[src/rtl/pp_dma_pkg.sv]
package pp_dma_pkg;

    localparam int CTX_W  = 64;
    localparam int BASE_W = 32;
    localparam int LEN_W  = 12;
    localparam int BYTE_W = 8;
    localparam int RSVD_W = CTX_W - 1 - LEN_W - BASE_W;
    localparam int SPAN_W = BASE_W + 1;
    localparam int PAGE_BITS_DEF = 12;
    localparam int IN_ALIGN_DEF  = 6;

    // register selects
    localparam logic [1:0] SEL_A    = 2'd0;
    localparam logic [1:0] SEL_B    = 2'd1;
    localparam logic [1:0] SEL_CTRL = 2'd2;
    localparam logic [1:0] SEL_DIAG = 2'd3;

    // control/status bit positions
    localparam int CB_DIR   = 0;
    localparam int CB_EN    = 1;
    localparam int CB_RST   = 2;
    localparam int CB_VB    = 3;
    localparam int CB_VA    = 4;
    localparam int CB_DNA   = 5;
    localparam int CB_DNB   = 6;
    localparam int CB_MERR  = 7;

    typedef struct packed {
        logic              last;
        logic [RSVD_W-1:0] rsvd;
        logic [LEN_W-1:0]  len;
        logic [BASE_W-1:0] base;
    } desc_t;

    typedef enum logic [2:0] {
        ST_IDLE, ST_RD, ST_PUSH, ST_PULL, ST_WR, ST_HALT
    } eng_st_e;

    typedef struct packed {
        logic done;
        logic ctx;
        logic fault;
    } eng_evt_t;

    function automatic desc_t clean_desc(input logic [CTX_W-1:0] w);
        desc_t d;
        d = desc_t'(w);
        d.rsvd = '0;
        return d;
    endfunction

    // True when the buffer leaves its page or an inbound base is misaligned.
    function automatic logic desc_fault(input desc_t d, input logic to_mem,
                                        input int unsigned page_bits,
                                        input int unsigned align_bits);
        logic [BASE_W-1:0] pmask;
        logic [BASE_W-1:0] amask;
        logic [SPAN_W-1:0] span;
        pmask = (BASE_W'(1) << page_bits) - BASE_W'(1);
        amask = (BASE_W'(1) << align_bits) - BASE_W'(1);
        span  = {1'b0, d.base & pmask} + SPAN_W'(d.len);
        return (span > (SPAN_W'(1) << page_bits)) ||
               (to_mem && ((d.base & amask) != '0));
    endfunction

endpackage

[src/rtl/pp_dma_regs.sv]
module pp_dma_regs
    import pp_dma_pkg::*;
(
    input  logic              clk,
    input  logic              rst,
    input  logic              wr_en,
    input  logic [1:0]        sel,
    input  logic [CTX_W-1:0]  wr_data,
    output logic [CTX_W-1:0]  rd_data,
    input  eng_evt_t          evt,
    input  logic              cur_ctx,
    input  logic              busy,
    input  logic [LEN_W-1:0]  left,
    output desc_t             desc_a,
    output desc_t             desc_b,
    output logic              dir,
    output logic              en,
    output logic              chan_rst,
    output logic [1:0]        valid,
    output logic [1:0]        done,
    output logic              err
);

    logic wr_ctrl;
    assign wr_ctrl = wr_en && (sel == SEL_CTRL);

    always_ff @(posedge clk) begin
        if (rst) begin
            desc_a   <= '0;
            desc_b   <= '0;
            dir      <= 1'b0;
            en       <= 1'b0;
            chan_rst <= 1'b0;
            valid    <= '0;
            done     <= '0;
            err      <= 1'b0;
        end else begin
            if (wr_en && sel == SEL_A) desc_a <= clean_desc(wr_data);
            if (wr_en && sel == SEL_B) desc_b <= clean_desc(wr_data);
            if (wr_ctrl) begin
                dir      <= wr_data[CB_DIR];
                en       <= wr_data[CB_EN];
                chan_rst <= wr_data[CB_RST];
                if (wr_data[CB_VA])   valid[0] <= 1'b1;
                if (wr_data[CB_VB])   valid[1] <= 1'b1;
                if (wr_data[CB_DNA])  done[0]  <= 1'b0;
                if (wr_data[CB_DNB])  done[1]  <= 1'b0;
                if (wr_data[CB_MERR]) err      <= 1'b0;
            end
            if (evt.done) begin
                valid[evt.ctx] <= 1'b0;
                done[evt.ctx]  <= 1'b1;
            end
            if (evt.fault) err <= 1'b1;
            if (chan_rst) begin
                valid <= '0;
                done  <= '0;
                err   <= 1'b0;
            end
        end
    end

    always_comb begin
        case (sel)
            SEL_A:    rd_data = desc_a;
            SEL_B:    rd_data = desc_b;
            SEL_CTRL: rd_data = CTX_W'({err, done[1], done[0], valid[0],
                                        valid[1], chan_rst, en, dir});
            default:  rd_data = CTX_W'({left, busy, cur_ctx});
        endcase
    end

endmodule

[src/rtl/pp_dma_engine.sv]
module pp_dma_engine
    import pp_dma_pkg::*;
#(
    parameter int PAGE_BITS     = PAGE_BITS_DEF,
    parameter int IN_ALIGN_BITS = IN_ALIGN_DEF
) (
    input  logic              clk,
    input  logic              rst,
    input  logic              chan_rst,
    input  logic              en,
    input  logic              dir,
    input  logic [1:0]        valid,
    input  desc_t             desc_a,
    input  desc_t             desc_b,
    output logic              mem_req,
    output logic              mem_we,
    output logic [BASE_W-1:0] mem_addr,
    output logic [BYTE_W-1:0] mem_wdata,
    input  logic              mem_ack,
    input  logic [BYTE_W-1:0] mem_rdata,
    output logic              dev_out_valid,
    output logic [BYTE_W-1:0] dev_out_data,
    input  logic              dev_out_ready,
    input  logic              dev_in_valid,
    input  logic [BYTE_W-1:0] dev_in_data,
    output logic              dev_in_ready,
    output logic              dev_tc,
    output eng_evt_t          evt,
    output logic              cur_ctx,
    output logic              busy,
    output logic [LEN_W-1:0]  left
);

    eng_st_e           st_q, st_n;
    logic              cur_q, cur_n;
    logic [BASE_W-1:0] addr_q, addr_n;
    logic [LEN_W-1:0]  cnt_q, cnt_n;
    logic              last_q, last_n, dir_q, dir_n, tc_q;
    logic [BYTE_W-1:0] data_q, data_n;
    desc_t             sel;
    logic              step, fin, fin_tc;
    logic              unused_rsvd;

    assign unused_rsvd = ^sel.rsvd;

    always_comb begin
        st_n   = st_q;
        cur_n  = cur_q;
        addr_n = addr_q;
        cnt_n  = cnt_q;
        last_n = last_q;
        dir_n  = dir_q;
        data_n = data_q;
        evt    = '0;
        step   = 1'b0;
        fin    = 1'b0;
        fin_tc = 1'b0;
        sel    = cur_q ? desc_b : desc_a;
        case (st_q)
            ST_IDLE: if (en && valid[cur_q]) begin
                if (desc_fault(sel, dir, PAGE_BITS, IN_ALIGN_BITS)) begin
                    evt.fault = 1'b1;
                    st_n      = ST_HALT;
                end else if (sel.len == '0) begin
                    fin = 1'b1;
                end else begin
                    addr_n = sel.base;
                    cnt_n  = sel.len;
                    last_n = sel.last;
                    dir_n  = dir;
                    st_n   = dir ? ST_PULL : ST_RD;
                end
            end
            ST_RD: if (mem_ack) begin
                data_n = mem_rdata;
                st_n   = ST_PUSH;
            end
            ST_PUSH: step = en && dev_out_ready;
            ST_PULL: if (en && dev_in_valid) begin
                data_n = dev_in_data;
                st_n   = ST_WR;
            end
            ST_WR:   step = mem_ack;
            default: ;
        endcase
        if (step) begin
            addr_n = addr_q + BASE_W'(1);
            cnt_n  = cnt_q - LEN_W'(1);
            if (cnt_q == LEN_W'(1)) begin
                fin    = 1'b1;
                fin_tc = last_q;
            end else begin
                st_n = dir_q ? ST_PULL : ST_RD;
            end
        end
        if (fin) begin
            evt.done = 1'b1;
            evt.ctx  = cur_q;
            cur_n    = ~cur_q;
            st_n     = ST_IDLE;
        end
    end

    always_ff @(posedge clk) begin
        if (rst || chan_rst) begin
            st_q   <= ST_IDLE;
            cur_q  <= 1'b0;
            addr_q <= '0;
            cnt_q  <= '0;
            last_q <= 1'b0;
            dir_q  <= 1'b0;
            data_q <= '0;
            tc_q   <= 1'b0;
        end else begin
            st_q   <= st_n;
            cur_q  <= cur_n;
            addr_q <= addr_n;
            cnt_q  <= cnt_n;
            last_q <= last_n;
            dir_q  <= dir_n;
            data_q <= data_n;
            tc_q   <= fin_tc;
        end
    end

    assign mem_req       = (st_q == ST_RD) || (st_q == ST_WR);
    assign mem_we        = (st_q == ST_WR);
    assign mem_addr      = addr_q;
    assign mem_wdata     = data_q;
    assign dev_out_valid = (st_q == ST_PUSH) && en;
    assign dev_out_data  = data_q;
    assign dev_in_ready  = (st_q == ST_PULL) && en;
    assign dev_tc        = tc_q;
    assign cur_ctx       = cur_q;
    assign busy          = en && (st_q != ST_IDLE) && (st_q != ST_HALT);
    assign left          = cnt_q;

endmodule

[src/rtl/pp_dma.sv]
module pp_dma
    import pp_dma_pkg::*;
#(
    parameter int PAGE_BITS     = PAGE_BITS_DEF,
    parameter int IN_ALIGN_BITS = IN_ALIGN_DEF
) (
    input  logic        clk,
    input  logic        rst,
    input  logic        reg_wr,
    input  logic [1:0]  reg_addr,
    input  logic [63:0] reg_wdata,
    output logic [63:0] reg_rdata,
    output logic        mem_req,
    output logic        mem_we,
    output logic [31:0] mem_addr,
    output logic [7:0]  mem_wdata,
    input  logic        mem_ack,
    input  logic [7:0]  mem_rdata,
    output logic        dev_out_valid,
    output logic [7:0]  dev_out_data,
    input  logic        dev_out_ready,
    input  logic        dev_in_valid,
    input  logic [7:0]  dev_in_data,
    output logic        dev_in_ready,
    output logic        dev_tc,
    output logic        irq_a_done,
    output logic        irq_b_done,
    output logic        irq_mem_err
);

    desc_t            desc_a, desc_b;
    eng_evt_t         evt;
    logic             chan_dir, chan_en, chan_rst, cur_ctx, busy, err;
    logic [1:0]       valid, done;
    logic [LEN_W-1:0] left;

    pp_dma_regs u_regs (
        .clk(clk), .rst(rst), .wr_en(reg_wr), .sel(reg_addr),
        .wr_data(reg_wdata), .rd_data(reg_rdata), .evt(evt),
        .cur_ctx(cur_ctx), .busy(busy), .left(left),
        .desc_a(desc_a), .desc_b(desc_b), .dir(chan_dir), .en(chan_en),
        .chan_rst(chan_rst), .valid(valid), .done(done), .err(err)
    );

    pp_dma_engine #(.PAGE_BITS(PAGE_BITS), .IN_ALIGN_BITS(IN_ALIGN_BITS)) u_eng (
        .clk(clk), .rst(rst), .chan_rst(chan_rst), .en(chan_en),
        .dir(chan_dir), .valid(valid), .desc_a(desc_a), .desc_b(desc_b),
        .mem_req(mem_req), .mem_we(mem_we), .mem_addr(mem_addr),
        .mem_wdata(mem_wdata), .mem_ack(mem_ack), .mem_rdata(mem_rdata),
        .dev_out_valid(dev_out_valid), .dev_out_data(dev_out_data),
        .dev_out_ready(dev_out_ready), .dev_in_valid(dev_in_valid),
        .dev_in_data(dev_in_data), .dev_in_ready(dev_in_ready),
        .dev_tc(dev_tc), .evt(evt), .cur_ctx(cur_ctx), .busy(busy),
        .left(left)
    );

    assign irq_a_done  = done[0];
    assign irq_b_done  = done[1];
    assign irq_mem_err = err;

endmodule

[config.mk]
export PLATFORM = sky130hd
export DESIGN_NAME = pp_dma
export DESIGN_NICKNAME = d
export VERILOG_FILES = /design/src/rtl/pp_dma_pkg.sv /design/src/rtl/pp_dma_regs.sv /design/src/rtl/pp_dma_engine.sv /design/src/rtl/pp_dma.sv
export SDC_FILE = /design/constraint.sdc
export NUM_CORES = 1
export LEC_CHECK = 0
export BUFFER_PORTS_ARGS = -buffer_cell sky130_fd_sc_hd__buf_2
export CAP_MARGIN = 20
export CORE_MARGIN = 3
export CORE_UTILIZATION = 25
export DETAILED_ROUTE_END_ITERATION = 16
export GPL_ROUTABILITY_DRIVEN = 0
export PLACE_DENSITY = 0.46
export SLEW_MARGIN = 20
export SYNTH_ARGS = -nofsm -noshare
export SYNTH_HDL_FRONTEND = slang
export SYNTH_SLANG_ARGS = --single-unit
[constraint.sdc]
create_clock -name clk -period 4 [get_ports clk]
set_input_delay 0.2 -clock clk [delete_from_list [all_inputs] [get_ports clk]]
set_output_delay 0.2 -clock clk [all_outputs]
set_load 0.01 [all_outputs]
==> summary.md, run 1 <==
| Metric | Value |
|---|---|
| Commonest non-fill, non-tap cell in the layout | nand2_1 |
| Area growth from synthesis to layout | 27.1% |
| Die Ht | between 150 and 200 um |
| Status | complete, no violations |
| Largest family of logic cells by synthesized area | simple AND/OR/NAND/NOR gates |
| XOR/XNOR Fraction of Synth Area | 1.20% |
| Post-Synth Simple-Gate Area | a little under a quarter |
| Initial Utilization | between 20% and 30% |
| Antenna violations before repair | 0 |
| Fin crit period | between 3 and 4 ns |
| Multi-input logic area | between 5000 and 6000 um2 |
| Min-delay src | reg_wdata[19] |
| Core Area | approximately 34000 um2 |
| H-tree depth | 4 |
| Hold Vio Cnt, Final | 0 |
| Mux cell area share after synthesis | 12.3% |
| Vias | ~8700 |
| Final hold slack | roughly 0.023 ns |
| Hold Path Sink | u_regs.desc_a[19] |
| PwrDens | 333 nW/um2 |
| Number of distinct library cells after synthesis | 67 |
| Max Buffers Root-to-Sink | 2 |
| CTS tree | built |
| Vias in the first global route | 8367 |
| Worst reg2reg path depth | 14 |
| R2r endpoint | u_eng.mem_addr[29] |
| CP Data Arrival Time | roughly 4.2 ns |
| CTS buffer count | 17 |
| Ys async rst share | 0% |
| Nets | about 1400 |
| First-pass GRT wire length | approximately 50 mm |
| Detailed placer's ending HPWL | between 20 and 25 mm |
| Final Max Tran Viols | 0 |
| Clk sink count | 157 |
| Worst-path clk slew | around 0.070 ns |
| Yosys warns | 0 |
| Compound-gate portion of the synthesized area | approximately 19% |
| Syn_area_per_cell | 7.83 um2 |
| Pin count of the biggest net entering global routing | 75 |
| Io pins | approximately 210 |
| EDFF count, synth | 0 |
| Global route overflow | 0 |
| Critical path class | reg2reg |
| Startpoint types | flop |
| Detail-routed via count per cell | between 4 and 5 |
| Sequential area share after synthesis | 35.8% |
| Worst setup EP type | flop |
| Crit path max fanout | 8 |
| Max Cap Viol | 0 |
| Die W | between 150 and 200 um |
| Worst skew pair latency | roughly 0.44 ns |
| Final non-filler cell total | 1771 |
| Flops & latches, synth | 157 |
| Antenna-violating nets left | 0 |
| Relative slew slack | 32.2% |
| Most frequent cells in the layout | nand2_1 (234), buf_2 (169), dfxtp_1 (156) |
| Fill count | between 3000 and 4000 |
| Initial DRC count | roughly 520 |
| Cell Count Post-Placement | roughly 1700 |
| Cells after synthesis | 1120 |
| Clock root cell | clkbuf_16 |
| Final antenna diode count | 0 |
| F_max | 261 MHz |
| RR Startpoint | u_eng.cur_ctx |
| Reg area | 3150 um2 |
| R2R Setup Slk | about 0.16 ns |
| Netlist Area Pre-Place | around 8800 um2 |
| # rows | 67 |
| Hold Crit Depth | 3 |
| DR WL/cell | between 15 and 20 um |
| Layout cells sized above 1 | 24.0% |
| Setup violators final | 0 |
| Top FF cell, synth | dfxtp_1 |
| Maximum VDD drop | 314 uV |
| Post-Route WL | 32.5 mm |
| Die footprint | about 37000 um2 |
| Adder-cell share of the synthesized area | roughly 2.4% |
| Least-Margin Pin Slew | about 1.0 ns |
| Hold/Removal Path Class | in2reg |
| GRT Total Usage | 17.1% |
| Drt drc | 0 |
| Max Clock Skew | about 0.013 ns |
| Critical Path RT | ~4.3 ns |
| Standby leakage power | 4.55 nW |
| Drt pass-1 iters | 5 |
| Port-buffer cells | 169 |
| Period utilization | 95.9% |
## repair_timing
item / CTS / global route
setup buffers: 0 / 7
resized for setup: 0 / 12
hold buffers: 32 / 0
endpoints found under the setup margin: 0 / 45
hold endpoints to repair: 54 / 0
## per-stage QoR
step | instance area, um2 | power, mW | worst slack, ns | TNS [ns] | util, %
2_1_floorplan | 8860 | 1.87 | 0.00603 | 0 | -
3_3_place_gp | 10100 | 2.01 | 0.0614 | 0 | 29.8
3_5_place_dp | 10100 | 2.01 | 0.0348 | 0 | 29.8
4_1_cts | 11100 | 3.76 | 0.00612 | 0 | 32.5
5_1_grt | 11100 | 3.87 | -0.0247 | -0.0457 | 32.7
6_report | 11100 | 3.71 | 0.164 | 0 | 32.7
## worst max-delay path by stage
stage	start	end	cells past startpoint	slack [ns]
after detailed placement	u_eng.cur_ctx	u_eng.mem_addr[22]	12	0.03
final	u_eng.cur_ctx	u_eng.mem_addr[29]	14	0.16
after floorplan	u_eng.cur_ctx	u_eng.st_q[1]	14	0.006
after CTS	u_eng.cur_ctx	u_eng.mem_addr[22]	12	0.006
after global routing	u_eng.cur_ctx	u_eng.st_q[1]	14	-0.02
after global placement	u_eng.cur_ctx	u_eng.mem_addr[22]	13	0.06
## cell type report
| class | instances | share of cell area (%) |
|---|---|---|
| Inverter | 11 | 0.370 |
| Clock buffer | 21 | 4.13 |
| Multi-Input combinational cell | 868 | 46.5 |
| Sequential cell | 157 | 28.2 |
| Tap cell | 448 | 5.03 |
| Timing Repair Buffer | 256 | 14.5 |
| Clock inverter | 10 | 1.22 |
## critical path, stage by stage, from the launching register on
cell	delay [ns]
dfxtp_4	0.42
buf_4	0.14
mux2_2	0.39
ha_1	0.26
fa_1	0.40
a21o_1	0.20
nand4_1	0.10
a21oi_1	0.11
o31a_1	0.34
a2111oi_4	0.30
a41o_1	0.29
nand2_1	0.14
buf_4	0.20
and3_1	0.16
o31a_1	0.26
## power breakdown
group,total (mW),leakage [nW],internal (mW),switching (mW)
logic,0.377,2.98,0.151,0.226
clock network,1.71,0.297,1.01,0.695
registers,1.62,1.27,1.59,0.0285
## flip-flops by register name (all words and copies together), names as in the netlist
name	count
u_eng.dir_q	1
u_eng.mem_addr	32
u_regs.dir	1
u_eng.left	12
u_eng.st_q	3
u_regs.desc_b	45
u_eng.dev_out_data	8
u_regs.desc_a	45
u_eng.dev_tc	1
u_regs.chan_rst	1
u_regs.done	2
u_eng.last_q	1
u_regs.err	1
u_regs.valid	2
u_eng.cur_ctx	1
u_regs.en	1
## cells in the mapped netlist (all sizes together) (7+ instances only)
cell type / number / area share [%]
nand2: 234 / 10
clkbuf: 65 / 2.8
a311oi: 9 / 0.90
nor3: 22 / 1.3
nand4: 10 / 0.71
nor2: 99 / 4.3
a21oi: 150 / 8.6
and3: 8 / 0.57
ha: 15 / 2.1
mux4: 7 / 1.8
mux2: 37 / 4.8
or2: 7 / 0.50
inv: 11 / 0.47
a211oi: 12 / 1.0
mux2i: 50 / 5.7
buf: 37 / 3.0
a31oi: 11 / 0.78
nor4: 15 / 1.1
dfxtp: 157 / 36
nor3b: 8 / 0.81
xnor2: 7 / 0.70
o21ai: 21 / 1.2
nand3: 33 / 1.9
## metal layers
metal	up-vias	track usage [%]	share of wire, %	wire length, um
met4	0	2.79	0.71	231
met5	-	0	0	0
met1	4128	24.8	50	16100
met3	13	3.50	4.7	1530
met2	239	26.7	45	14600
li1	4292	-	-	-
## kinds of logic after synthesis
| logic type | after synthesis |
|---|---|
| adders and majority gates | 16 |
| and+or+nand+nor | 466 |
| xor gates and xnor gates | 12 |
| DFF | 157 |
| AOI/OAI and AO/OA | 261 |
| muxes | 94 |
| other | 1 |
| buffers and inverters | 113 |
No activity file was read; power rests on OpenSTA's default activity.
==> inputs of run 2 (changes only) <==
--- a/config.mk
+++ b/config.mk
@@ -5,13 +5,14 @@
 export SDC_FILE = /design/constraint.sdc
 export NUM_CORES = 1
 export LEC_CHECK = 0
+export ABC_AREA = 1
 export BUFFER_PORTS_ARGS = -buffer_cell sky130_fd_sc_hd__buf_2
 export CAP_MARGIN = 20
 export CORE_MARGIN = 3
 export CORE_UTILIZATION = 25
 export DETAILED_ROUTE_END_ITERATION = 16
 export GPL_ROUTABILITY_DRIVEN = 0
-export PLACE_DENSITY = 0.46
+export PLACE_DENSITY = 0.45
 export SLEW_MARGIN = 20
 export SYNTH_ARGS = -nofsm -noshare
 export SYNTH_HDL_FRONTEND = slang
==> run 2 against run 1 <==
  * Clock power rose by 9.9%
  * Cell count rose by 16%
  * Sequential share of layout area fell by 0.15 points
  * Critical endpoint is now u_eng.mem_addr[4]
==> summary.md, run 2 <==
| Metric | Value |
|---|---|
| TNS Setup | 0 ns |
| Top cells by count, synth | nand2_1 (302), inv_1 (174), o21ai_0 (170) |
| Relative slew slack | 31.5% |
| Number of distinct library cells after synthesis | 52 |
| Max Buffers Root-to-Sink | 2 |
| CP peak stage delay | 0.63 ns |
| Slowest-stage cell, CP | dfxtp_2 |
| Buf+Inv Stages, Crit Path | 1 |
| Die W | roughly 200 um |
| First-pass GRT wire length | ~52 mm |
| Layout cells sized above 1 | between 15 and 20% |
| Final hold slack | 0.0164 ns |
| Cell Count Post-Placement | between 2000 and 2500 |
| Post-Route WL | around 35 mm |
| Pin count of the biggest net entering global routing | between 70 and 80 |
| Cell with the most instances after synthesis | nand2_1 |
| Critical Path RT | 4.27 ns |
| Resize count post-CTS | 0 |
| Detailed placer's ending HPWL | 25.7 mm |
| Multi-input logic area | ~5000 um2 |
| Final Max Tran Viols | 0 |
| Period utilization | between 90% and 100% |
| Delay-heaviest family, CP | simple AND/OR/NAND/NOR gates |
| H-tree depth | 4 |
| Status | complete, no violations |
| Antenna-violating nets left | 0 |
| Antenna violations before repair | 3 |
| Hold/Removal Path Class | in2reg |
| Area growth from synthesis to layout | 20.1% |
| Die footprint | a little under 40000 um2 |
| Worst-path clk slew | about 0.070 ns |
| Port-buffer cells | between 150 and 200 |
| Commonest non-fill, non-tap cell in the layout | nand2_1 |
| CP Data Arrival Time | 3.94 ns |
| Syn_area_per_cell | between 6 and 7 um2 |
| Ys async rst share | 0% |
| CTS tree | built |
| EDFF count, synth | 0 |
| Worst setup EP type | flop |
| PwrDens | roughly 350 nW/um2 |
| Sequential area share after synthesis | 33.7% |
| Least-Margin Pin Slew | around 1 ns |
| Final non-filler cell total | just over 2000 |
| Initial DRC count | around 680 |
| CTS buffer count | 17 |
| RSZ-0062 raised after global routing | no |
| Die Ht | 199 um |
| Io pins | ~210 |
| Max Cap Viol | 0 |
| Fill count | slightly above 4000 |
| Critical path class | reg2reg |
| Vias | slightly below 10000 |
| # rows | 70 |
| Drt pass-1 iters | 5 |
| Netlist Area Pre-Place | slightly above 9000 um2 |
| Clk sink count | about 160 |
| Reg area | 3140 um2 |
| Total power | 3.95 mW |
| Most frequent cells in the layout | nand2_1 (301), inv_1 (172), o21ai_0 (170) |
| Cells after synthesis | approximately 1400 |
| F_max | around 270 MHz |
| Top FF cell, synth | dfxtp_1 |
| Maximum VDD drop | about 260 uV |
| Ranking of synthesized cells by area | dfxtp_1 (34%), nand2_1 (12%), o21ai_0 (9.1%), inv_1 (7.0%), a21oi_1 (6.8%) |
| Crit-path cells | nand2_1 > o21ai_1 > ha_1 > fa_1 > or2_2 > nor2_1 > nand3_1 > nor2_1 > nand3_1 > nor2_1 > nand3_1 > nand2_1 > nand3_2 > buf_4 > nand3_1 > a21oi_1 |
| Clock root cell | clkbuf_16 |
| Crit path max fanout | 28 |
| Vias in the first global route | between 8000 and 9000 |
| Nets | around 1700 |
| Drt drc | 0 |
| GRT Total Usage | 17.1% |
| Largest area contributor in the netlist | dfxtp_1 |
| Flops & latches, synth | between 150 and 200 |
| Share of the synthesized area in the top cell type | 33.7% |
| Setup violators final | 0 |
| Detail-routed via count per cell | about 4.7 |
| Standby leakage power | a little under 5 nW |
| Hold Vio Cnt, Final | 0 |
| Max Clock Skew | 0.0162 ns |
| Core Area | roughly 37000 um2 |
| Initial Utilization | 25.4% |
| Worst skew pair latency | between 0.4 and 0.5 ns |
| Final core occ | around 30% |
| Yosys warns | 0 |
| Startpoint types | flop |
| Most frequent CP cell | nand3_1 |
| DR WL/cell | approximately 17 um |
| Fin crit period | ~3.7 ns |
| Setup Buffers After CTS | 0 |
| Global route overflow | 0 |
| Cts hold-fix bufs | 2 |
[run 2: final cells by class]
cell class	instances	share of cell area (%)
multi-input cells	1017	44.7
flip-flops and latches	157	28.1
repair buffers	203	9.88
inverters	183	6.16
well taps	468	5.23
clock buffers	21	4.20
clock inverters	11	1.68
diodes	2	0.0447
[run 2: path summary, 6_finish.rpt]
path | start | endpoint | slack (ns) | cells after the start
hold / removal | reg_wdata[28] | u_regs.desc_a[28] | 0.02 | 3
setup / recovery | u_eng.cur_ctx | u_eng.mem_addr[4] | 0.33 | 16
setup reg to reg | u_eng.cur_ctx | u_eng.mem_addr[4] | 0.33 | 16
hold reg to reg | u_regs.desc_b[31] | u_regs.desc_b[31] | 0.47 | 2
[run 2: cells by family (layout without fill, tap and decap cells)]
kind of cell | Yosys count | after routing | share of synthesized area (%)
xor gates and xnor gates | 20 | 20 | 1.88
and+or+nand+nor | 589 | 589 | 26.9
AOI/OAI and AO/OA | 372 | 372 | 21.7
DFF | 157 | 157 | 33.7
muxes | 1 | 1 | 0.107
adders and majority gates | 16 | 16 | 2.23
buffers and inverters | 285 | 418 | 13.5
other | 1 | 21 | 0.0402
[run 2: worst min-delay path: stages]
cell and delay, ns:
buf_2 0.09, nor2_1 0.04, nor2_1 0.08
[run 2: metrics by stage]
step                area (um2)  setup WS, ns
detailed placement       10500         0.385
CTS                      11200         0.377
global route             11200        0.0167
finish                   11200         0.331
floorplan                 9390          1.15
global placement         10500         0.441
[run 2: layer usage]
metal	GRT usage [%]	part of all wire, %	vias to the layer above
met5	0	0.037	-
met1	24.7	49	4490
met2	26.6	45	224
met3	3.19	5.1	26
met4	3.90	1.4	2
li1	-	-	4956
[run 2: power by group]
part           leakage, nW  internal, mW  switching, mW
clock network        0.315          1.16          0.720
registers             1.28          1.61         0.0247
logic                 3.34         0.140          0.292
